### src/rtl/tsp_pkg.sv
package tsp_pkg;
  typedef enum logic [2:0] {
    PH_IDLE,
    PH_HDR,
    PH_DATA,
    PH_RPT,
    PH_TAIL,
    PH_GAP
  } phase_e;
endpackage

### src/rtl/tsp_cfg_reg.sv
module tsp_cfg_reg #(
  parameter int CFG_W = 32,
  parameter int MIN_W = 8
) (
  input  logic             clk,
  input  logic             rst,
  input  logic             we,
  input  logic [CFG_W-1:0] wdata,
  output logic [CFG_W-1:0] rdata,
  output logic [MIN_W-1:0] min_q
);
  always_ff @(posedge clk) begin
    if (rst)     min_q <= '0;
    else if (we) min_q <= wdata[MIN_W-1:0];
  end

  assign rdata = CFG_W'(min_q);
endmodule

### src/rtl/tsp_len_calc.sv
module tsp_len_calc #(
  parameter int WORD_W   = 9,
  parameter int CNT_W    = 8,
  parameter int MIN_W    = 8,
  parameter int OVERHEAD = 3,
  parameter int FLOOR    = 6
) (
  input  logic [WORD_W-1:0] words_in,
  input  logic [MIN_W-1:0]  min_in,
  output logic [CNT_W-1:0]  words_eff,
  output logic [CNT_W-1:0]  slot_len
);
  localparam int MAX_WORDS = (1 << CNT_W) - 1 - OVERHEAD;
  localparam int XW        = ((WORD_W > CNT_W) ? WORD_W : CNT_W) + 1;

  logic [XW-1:0] words_x, natural_x, floor_x, min_x;

  assign words_x = XW'(words_in);

  generate
    if (MAX_WORDS >= (1 << WORD_W) - 1) begin : g_no_clamp
      assign words_eff = CNT_W'(words_in);
    end else begin : g_clamp
      assign words_eff = (words_x > XW'(MAX_WORDS)) ? CNT_W'(MAX_WORDS)
                                                    : CNT_W'(words_in);
    end
  endgenerate

  always_comb begin
    natural_x = XW'(words_eff) + XW'(OVERHEAD);
    min_x     = XW'(min_in);
    floor_x   = ((min_in != '0) && (min_x > XW'(FLOOR))) ? min_x : XW'(FLOOR);
    slot_len  = CNT_W'((natural_x > floor_x) ? natural_x : floor_x);
  end
endmodule

### src/rtl/tsp_start_ctl.sv
module tsp_start_ctl (
  input  logic clk,
  input  logic rst,
  input  logic start_req,
  input  logic slot_free,
  output logic launch
);
  logic pend_q;

  assign launch = (start_req | pend_q) & slot_free;

  always_ff @(posedge clk) begin
    if (rst) pend_q <= 1'b0;
    else     pend_q <= (pend_q | start_req) & ~launch;
  end
endmodule

### src/rtl/tsp_phase_seq.sv
module tsp_phase_seq
  import tsp_pkg::*;
#(
  parameter int CNT_W = 8
) (
  input  logic             clk,
  input  logic             rst,
  input  logic             launch,
  input  logic [CNT_W-1:0] words_in,
  input  logic [CNT_W-1:0] len_in,
  output logic             active_o,
  output logic             hdr_o,
  output logic             data_o,
  output logic             rpt_o,
  output logic             gap_o,
  output logic             done_o
);
  localparam logic [CNT_W:0]   ONE_X = (CNT_W+1)'(1);
  localparam logic [CNT_W:0]   TWO_X = (CNT_W+1)'(2);
  localparam logic [CNT_W-1:0] ONE_C = CNT_W'(1);

  logic [CNT_W-1:0] cnt_q, nw_q, len_q;
  logic [CNT_W-1:0] cnt_n, nw_n, len_n;
  logic             act_n, done_n;
  logic [CNT_W:0]   c_x, w_x;
  phase_e           ph_n;

  always_comb begin
    act_n = active_o;
    cnt_n = cnt_q;
    nw_n  = nw_q;
    len_n = len_q;
    if (launch) begin
      act_n = 1'b1;
      cnt_n = '0;
      nw_n  = words_in;
      len_n = len_in;
    end else if (active_o && done_o) begin
      act_n = 1'b0;
      cnt_n = '0;
    end else if (active_o) begin
      cnt_n = cnt_q + ONE_C;
    end
  end

  always_comb begin
    c_x = {1'b0, cnt_n};
    w_x = {1'b0, nw_n};
    if (!act_n)               ph_n = PH_IDLE;
    else if (c_x == '0)       ph_n = PH_HDR;
    else if (c_x <= w_x)      ph_n = PH_DATA;
    else if (c_x == w_x + ONE_X) ph_n = PH_RPT;
    else if (c_x == w_x + TWO_X) ph_n = PH_TAIL;
    else                      ph_n = PH_GAP;
    done_n = act_n && (cnt_n == len_n - ONE_C);
  end

  always_ff @(posedge clk) begin
    if (rst) begin
      cnt_q    <= '0;
      nw_q     <= '0;
      len_q    <= '0;
      active_o <= 1'b0;
      hdr_o    <= 1'b0;
      data_o   <= 1'b0;
      rpt_o    <= 1'b0;
      gap_o    <= 1'b0;
      done_o   <= 1'b0;
    end else begin
      cnt_q    <= cnt_n;
      nw_q     <= nw_n;
      len_q    <= len_n;
      active_o <= act_n;
      hdr_o    <= (ph_n == PH_HDR);
      data_o   <= (ph_n == PH_DATA);
      rpt_o    <= (ph_n == PH_RPT);
      gap_o    <= (ph_n == PH_GAP);
      done_o   <= done_n;
    end
  end
endmodule

### src/rtl/tx_slot_pacer.sv
module tx_slot_pacer #(
  parameter int CFG_W    = 32,
  parameter int MIN_W    = 8,
  parameter int CNT_W    = 8,
  parameter int WORD_W   = 9,
  parameter int OVERHEAD = 3,
  parameter int FLOOR    = 6
) (
  input  logic              clk,
  input  logic              rst,
  input  logic              cfg_we,
  input  logic [CFG_W-1:0]  cfg_wdata,
  output logic [CFG_W-1:0]  cfg_rdata,
  input  logic              start_req,
  input  logic [WORD_W-1:0] words_ready,
  output logic              slot_active,
  output logic              hdr_valid,
  output logic              data_valid,
  output logic              rpt_valid,
  output logic              gap_active,
  output logic              slot_done
);
  logic [MIN_W-1:0] min_q;
  logic [CNT_W-1:0] words_eff, slot_len;
  logic             launch, slot_free;

  assign slot_free = ~slot_active | slot_done;

  tsp_cfg_reg #(.CFG_W(CFG_W), .MIN_W(MIN_W)) u_cfg (
    .clk(clk), .rst(rst), .we(cfg_we), .wdata(cfg_wdata),
    .rdata(cfg_rdata), .min_q(min_q)
  );

  tsp_len_calc #(
    .WORD_W(WORD_W), .CNT_W(CNT_W), .MIN_W(MIN_W),
    .OVERHEAD(OVERHEAD), .FLOOR(FLOOR)
  ) u_len (
    .words_in(words_ready), .min_in(min_q),
    .words_eff(words_eff), .slot_len(slot_len)
  );

  tsp_start_ctl u_start (
    .clk(clk), .rst(rst), .start_req(start_req),
    .slot_free(slot_free), .launch(launch)
  );

  tsp_phase_seq #(.CNT_W(CNT_W)) u_seq (
    .clk(clk), .rst(rst), .launch(launch),
    .words_in(words_eff), .len_in(slot_len),
    .active_o(slot_active), .hdr_o(hdr_valid), .data_o(data_valid),
    .rpt_o(rpt_valid), .gap_o(gap_active), .done_o(slot_done)
  );
endmodule

### config.mk
export PLATFORM = sky130hd
export DESIGN_NAME = tx_slot_pacer
export DESIGN_NICKNAME = d
export VERILOG_FILES = /design/src/rtl/tsp_pkg.sv /design/src/rtl/tsp_cfg_reg.sv /design/src/rtl/tsp_len_calc.sv /design/src/rtl/tsp_start_ctl.sv /design/src/rtl/tsp_phase_seq.sv /design/src/rtl/tx_slot_pacer.sv
export SDC_FILE = /design/constraint.sdc
export NUM_CORES = 1
export LEC_CHECK = 0
export ABC_CLOCK_PERIOD_IN_PS = 4710
export BUFFER_PORTS_ARGS = -buffer_cell sky130_fd_sc_hd__buf_2
export CORE_UTILIZATION = 48
export CTS_BUF_LIST = sky130_fd_sc_hd__clkbuf_4 sky130_fd_sc_hd__clkbuf_8 sky130_fd_sc_hd__clkbuf_16
export DETAILED_ROUTE_END_ITERATION = 10
export GPL_TIMING_DRIVEN = 0
export PLACE_DENSITY_LB_ADDON = 0.08
export RECOVER_POWER = 100
export SYNTH_ARGS = -nofsm -noshare
export SYNTH_HDL_FRONTEND = slang
export SYNTH_HIERARCHICAL = 1
export SYNTH_SLANG_ARGS = --single-unit
### constraint.sdc
create_clock -name clk -period 4.71 [get_ports clk]
set_clock_uncertainty 0.1 [all_clocks]
set_input_delay 0.471 -clock clk [delete_from_list [all_inputs] [get_ports clk]]
set_output_delay 0.471 -clock clk [all_outputs]
set_load 0.01 [all_outputs]
## Word-level counts from Yosys, hierarchy flattened

Cells that the tools add are included.

- Input bits: 45
- Memory bits (read-only): 0
- Bits in writable memories: 0
- Output and inout bits: 38
- Logic and storage cells: 53
- Bits in latches: 0
- Memories kept: 0
- Flip-flop bits (word level): 39

- Equality and inequality tests: 7
- Add/sub/neg operators: 5
- Shift operators: 0
- Bitwise operators: 6
- Multiplexer cells: 15
- Divide/modulo/power cells: 0
- Reduce and logical (&&, ||, !) cells: 5
- $lt $le $gt $ge: 4
- Multipliers: 0

Operators by type and width:

| operator | number |
|---|---|
| $mux 8 | 8 |
| $add 8x2->9 const B | 2 |
| $eq 8x9->1 | 2 |
| $mux 3 | 4 |
| $add 8x1->9 const B | 1 |
| $gt 9x8->1 | 1 |
| $gt 9x8->1 const B | 1 |
| $add 8x1->8 const B | 1 |
| $eq 8x8->1 | 1 |
| $gt 8x3->1 const B | 1 |
| $le 8x8->1 | 1 |
| $logic_not 8->1 | 1 |
| $reduce_bool 8->1 | 1 |
| $sub 8x1->8 const B | 1 |
| $eq 3x2->1 const B | 2 |
| $eq 3x1->1 const B | 1 |
| $eq 3x3->1 const B | 1 |
| $logic_and 1x1->1 | 3 |
| $mux 1 | 3 |
| $and 1x1->1 | 2 |
| $not 1->1 | 2 |
| $or 1x1->1 | 2 |

## Longest topological paths before layout

- Word-level depth: 12
- Depth in mapped cells: 16
- Depth with buffers taken out: 16

## Cells and area by module

The synthesis kept the hierarchy.

By module, submodules not included:

| module | seq. area each (µm²) | area each (µm²) | cells an instance | instances |
|---|---|---|---|---|
| tsp_phase_seq | 600.6 | 2153.3 | 255 | 1 |
| tsp_cfg_reg | 160.2 | 529.3 | 59 | 1 |
| tsp_len_calc | 0.0 | 528.0 | 70 | 1 |
| tsp_start_ctl | 20.0 | 42.5 | 4 | 1 |
| tx_slot_pacer | 0.0 | 6.3 | 1 | 1 |

## Least setup slack after synthesis

No wires, ideal clock.

- Kind: input port to flip-flop
- Start: input port words_ready[1]
- End: register u_seq.done_o
- Stages: 16
- Data arrival time: 3795 ps
- Setup time: 92 ps
- Required time: 4518 ps
- Path buffers: 0
- Path slack: 724 ps
- Cells stage by stage: o211a_4 a41oi_2 o21a_1 inv_1 ha_1 a21oi_1 o221ai_1 o211ai_2 mux2_2 mux2i_1 nand3_1 or2_2 nor2_1 xnor2_1 xnor2_1 nor4_1

- Word-level cells in the longest chain between the ends: 9

RTL lines:

| what | RTL line | source |
|---|---|---|
| start, declared | tx_slot_pacer.sv:15 | `input logic [WORD_W-1:0] words_ready,` |
| $gt 9x8->1 | tsp_len_calc.sv:24 | `assign words_eff = (words_x > XW'(MAX_WORDS)) ? CNT_W'(MAX_WORDS)` |
| $mux 8 * | tsp_len_calc.sv:24 |  |
| $add 8x2->9 * | tsp_len_calc.sv:30 | `natural_x = XW'(words_eff) + XW'(OVERHEAD);` |
| $gt 9x8->1 | tsp_len_calc.sv:33 | `slot_len = CNT_W'((natural_x > floor_x) ? natural_x : floor_x);` |
| $mux 8 * | tsp_len_calc.sv:33 |  |
| net slot_len[0] | tx_slot_pacer.sv:24 | `logic [CNT_W-1:0] words_eff, slot_len;` |
| $mux 8 * | tsp_phase_seq.sv:33 | `if (launch) begin` |
| $sub 8x1->8 * | tsp_phase_seq.sv:55 | `done_n = act_n && (cnt_n == len_n - ONE_C);` |
| $eq 8x8->1 * | tsp_phase_seq.sv:55 |  |
| $logic_and 1x1->1 * | tsp_phase_seq.sv:55 |  |
| end signal, assigned | tsp_phase_seq.sv:78 | `done_o <= done_n;` |
| end, declared | tsp_phase_seq.sv:16 | `output logic done_o` |

The timed path passes the listed nets; every way through them passes the cells marked *.
A chain may end at the register's enable or synchronous reset.

## Final worst setup path

Ends and elaborated chain as after synthesis.

==> results.cfg <==
[hold_path]
hp-class = in -> reg
min_from = cfg_wdata[1]

[synthesis]
yosysUniqueCellTypes = 68
synth.cell_area_um2 = 3260
postSynthAreaPerCell_um2 = 8.38
synth_warnings = 6
ys.flop_type = dfxtp_1
synthCells = 389
synth-edff-count = 0
synth-seq-cells = 39
ys_seq_area_frac = 0.240
synthArstFlopShare = 0

[die]
io_pins = 83
initial_core_util = 0.505
die-area_um2 = 7120
die_h_um = 84.4
core_um2 = 6460
row_count = 29
die_w_um = 84.4

[detailed_routing]
ant_nets = 0
wl_mm = 7.44
via_per_inst = 5.25
drc = 18
drt_iter0_drc = 208
first_pass_iters = 7
vias = 2780
wl_per_cell_um = 14.0

[final_layout]
fillers = 631
multi_input_area_um2 = 2200
area_growth_pct = 12.9
final_nets = 515
regArea_um2 = 781
layout.cells.non_filler = 530
antennaDiodeCount = 0
final_area_um2 = 3680
drive_gt1_frac = 0.221

[clock_tree]
numCtsBuffers = 5
root_buffer = clkbuf_8
cts_setup_buffers = 0
htree_levels = 2
clk_pin_slew_ps = 80
cts_tree = done
clkLatencyLatePin_ps = 290
clock_sinks = 39
cts_buffer_depth = 2

[power_and_ir_drop]
p_leak_nw = 1.64
switching_share = 0.345
p_switching_w = 0.000326
internal-power_w = 0.000619
worst_ir_drop_vdd_mv = 0.169
p_per_area_nw_per_um2 = 257
pwr-share-comb = 0.364
seqPwrFrac = 0.388
power.share.clock = 0.248

[worst_setup_path]
path_class = in -> reg
crit_chain = buf_2 > o211a_4 > a41oi_2 > o21a_1 > inv_1 > ha_1 > a21oi_1 > o221ai_1 > o211ai_4 > mux2_2 > mux2i_1 > ha_1 > xnor2_1 > xnor2_1 > nor4_1 > nand3_1 > nor4_1
critPathLaunchType = input pin
end_kind = flip-flop
critPathBufInv = 2
max_stage_delay_ps = 380
critPathTopFamily = compound AO/OA/AOI/OAI gates
slowest_stage = mux2_2
critPathMaxFanout = 8
arrival_ps = 4490
r2r_start = u_cfg/min_q[4]
startpoint = words_ready[1]
required_ps = 4820

[timing]
rsz0062_at_grt = no
worst_pin_slew_ps = 714
min_period_ps = 4380
final_hold_viol_count = 0
max_freq_ghz = 0.228
setup_viol = 0
fin_setup_tns_ps = 0
slew_violations = 0
slew_headroom = 0.524
fin_crit_sh = 0.930

[global_routing]
antenna_found_initial = 0
grt_max_degree = 13
grt-ovfl-total = 0
grt_pass1_vias = 2587
grt.total_usage = 0.217
grt_util_met3 = 0.0354
met2_usage = 0.356
grt_pass1_wl_mm = 12.3
busiest_layer = met2
grt_util_met1 = 0.295

[place]
portBuffers = 33
dpl_cell_area_um2 = 3610
gp_congestion = 0.900
placed_cells = 522
hpwl_mm = 5.89

[run_status]
failed_checks = DRC
outcome = complete, but fails checks

[job]
drv_cap = 0
[area by class of cell]
type                    count  area share
multi-input cells         313       0.598
flip-flops and latches     39       0.212
plain buffers              42      0.0789
repair buffers             33      0.0422
well taps                  77      0.0262
clock buffers               6      0.0207
inverters                  18      0.0184
clock inverters             2     0.00340
[worst paths after layout]
path                                  endpoint  slack (ps)  cells past startpoint
worst max-delay path              u_seq/done_o         330                     17
worst min-delay path            u_cfg/min_q[1]         310                      3
worst max register to register    u_seq/done_o         430                     15
worst min register to register  u_start/pend_q         400                      2
[worst register-to-register path, delay by kind of cell, from the launching register on]
kind / cells / cell delay (ps)
simple gates: 8 / 2030
mux: 2 / 730
fa+ha+maj: 2 / 570
flops: 1 / 340
xor+xnor: 2 / 240
compound gates: 1 / 190
[cell families (layout without fill, tap and decap cells)]
family	Yosys count	in the layout	synth area share
adders and majority gates	20	20	0.0752
muxes	35	35	0.111
DFF	39	39	0.240
AOI/OAI and AO/OA	60	60	0.137
xor gates and xnor gates	31	31	0.0875
other	1	24	0.00115
and+or+nand+nor	143	143	0.236
buffers and inverters	60	101	0.112
[metal layers]
metal | routed length (µm) | vias to the layer above
met4 | 86 | 0
met5 | 0 | -
met3 | 328 | 8
met2 | 3290 | 62
li1 | - | 1444
met1 | 3740 | 1266
[placed cells by master (no fill, tap or decap), drive strengths merged, types with 3 or more instances in the layout]
cell / Yosys / routed
mux2i: 28 / 28
o21ai: 10 / 10
xnor2: 22 / 22
nand3: 13 / 13
a211oi: 3 / 3
a21oi: 14 / 14
a21o: 3 / 3
mux2: 7 / 7
nand3b: 3 / 3
buf: 40 / 55
nor2b: 6 / 6
nor3: 12 / 12
nand2b: 3 / 3
xor2: 8 / 8
and3: 3 / 3
clkbuf: 2 / 26
ha: 18 / 18
o21a: 7 / 7
or3: 4 / 4
conb: 1 / 24
nand4: 8 / 8
nor4: 3 / 3
o211ai: 5 / 5
and2: 6 / 6
inv: 18 / 18
nor2: 44 / 44
nor3b: 3 / 3
nand2: 17 / 17
dfxtp: 39 / 39
a211o: 3 / 3
or4: 3 / 3
or2: 9 / 9
[power by group through the flow]
stage | combinational, W | sequential (W) | clock [W]
floorplan | 0.000272 | 0.000372 | 0
global placement | 0.000337 | 0.000374 | 0
detailed placement | 0.000342 | 0.000374 | 0
CTS | 0.000344 | 0.000367 | 0.000243
global route | 0.000384 | 0.000369 | 0.000252
finish | 0.000344 | 0.000367 | 0.000234
[Yosys cell counts, types with 3 or more instances]
master    instances  share of area
or2_2             9          0.017
buf_4            32          0.074
or3_1             4         0.0077
buf_2             5         0.0077
xnor2_1          22          0.059
nor2b_1           6          0.012
o211ai_1          4         0.0092
a211o_1           3         0.0081
inv_1            18          0.021
nor3b_1           3         0.0069
o21a_1            7          0.016
mux2_2            5          0.017
nand3b_1          3         0.0069
nor4_1            3         0.0058
xor2_1            8          0.021
nand2_1          16          0.018
nand2b_1          3         0.0058
o21ai_0           9          0.014
nor2_1           42          0.048
a21oi_1          14          0.021
mux2i_1          28          0.086
nor3_1           11          0.017
and2_1            6          0.012
dfxtp_1          39           0.24
nand4_1           7          0.013
ha_1             18          0.069
nand3_1          13          0.020
a211oi_1          3         0.0069
[repair_timing]
action                                  4_1_cts  5_1_grt
endpoints found under the setup margin        0        1
resized for setup                             0        1
hold buffers                                  0        0
[sequential cells by signal, indices dropped and copies added (netlist names)]
signal	count
u_cfg/min_q	8
u_seq/active_o	1
u_seq/cnt_q	8
u_seq/data_o	1
u_seq/done_o	1
u_seq/gap_o	1
u_seq/hdr_o	1
u_seq/len_q	8
u_seq/nw_q	8
u_seq/rpt_o	1
u_start/pend_q	1
[stage by stage]
step	worst slack [ps]	total power, W	hold slack [ps]	utilization
2_1_floorplan	724	0.000644	359	-
3_3_place_gp	130	0.000711	371	0.559
3_5_place_dp	76.9	0.000716	393	0.559
4_1_cts	379	0.000953	296	0.572
5_1_grt	7.99	0.00100	327	0.570
6_report	332	0.000945	308	0.570
Note: power is estimated with default switching activity, not from simulation.
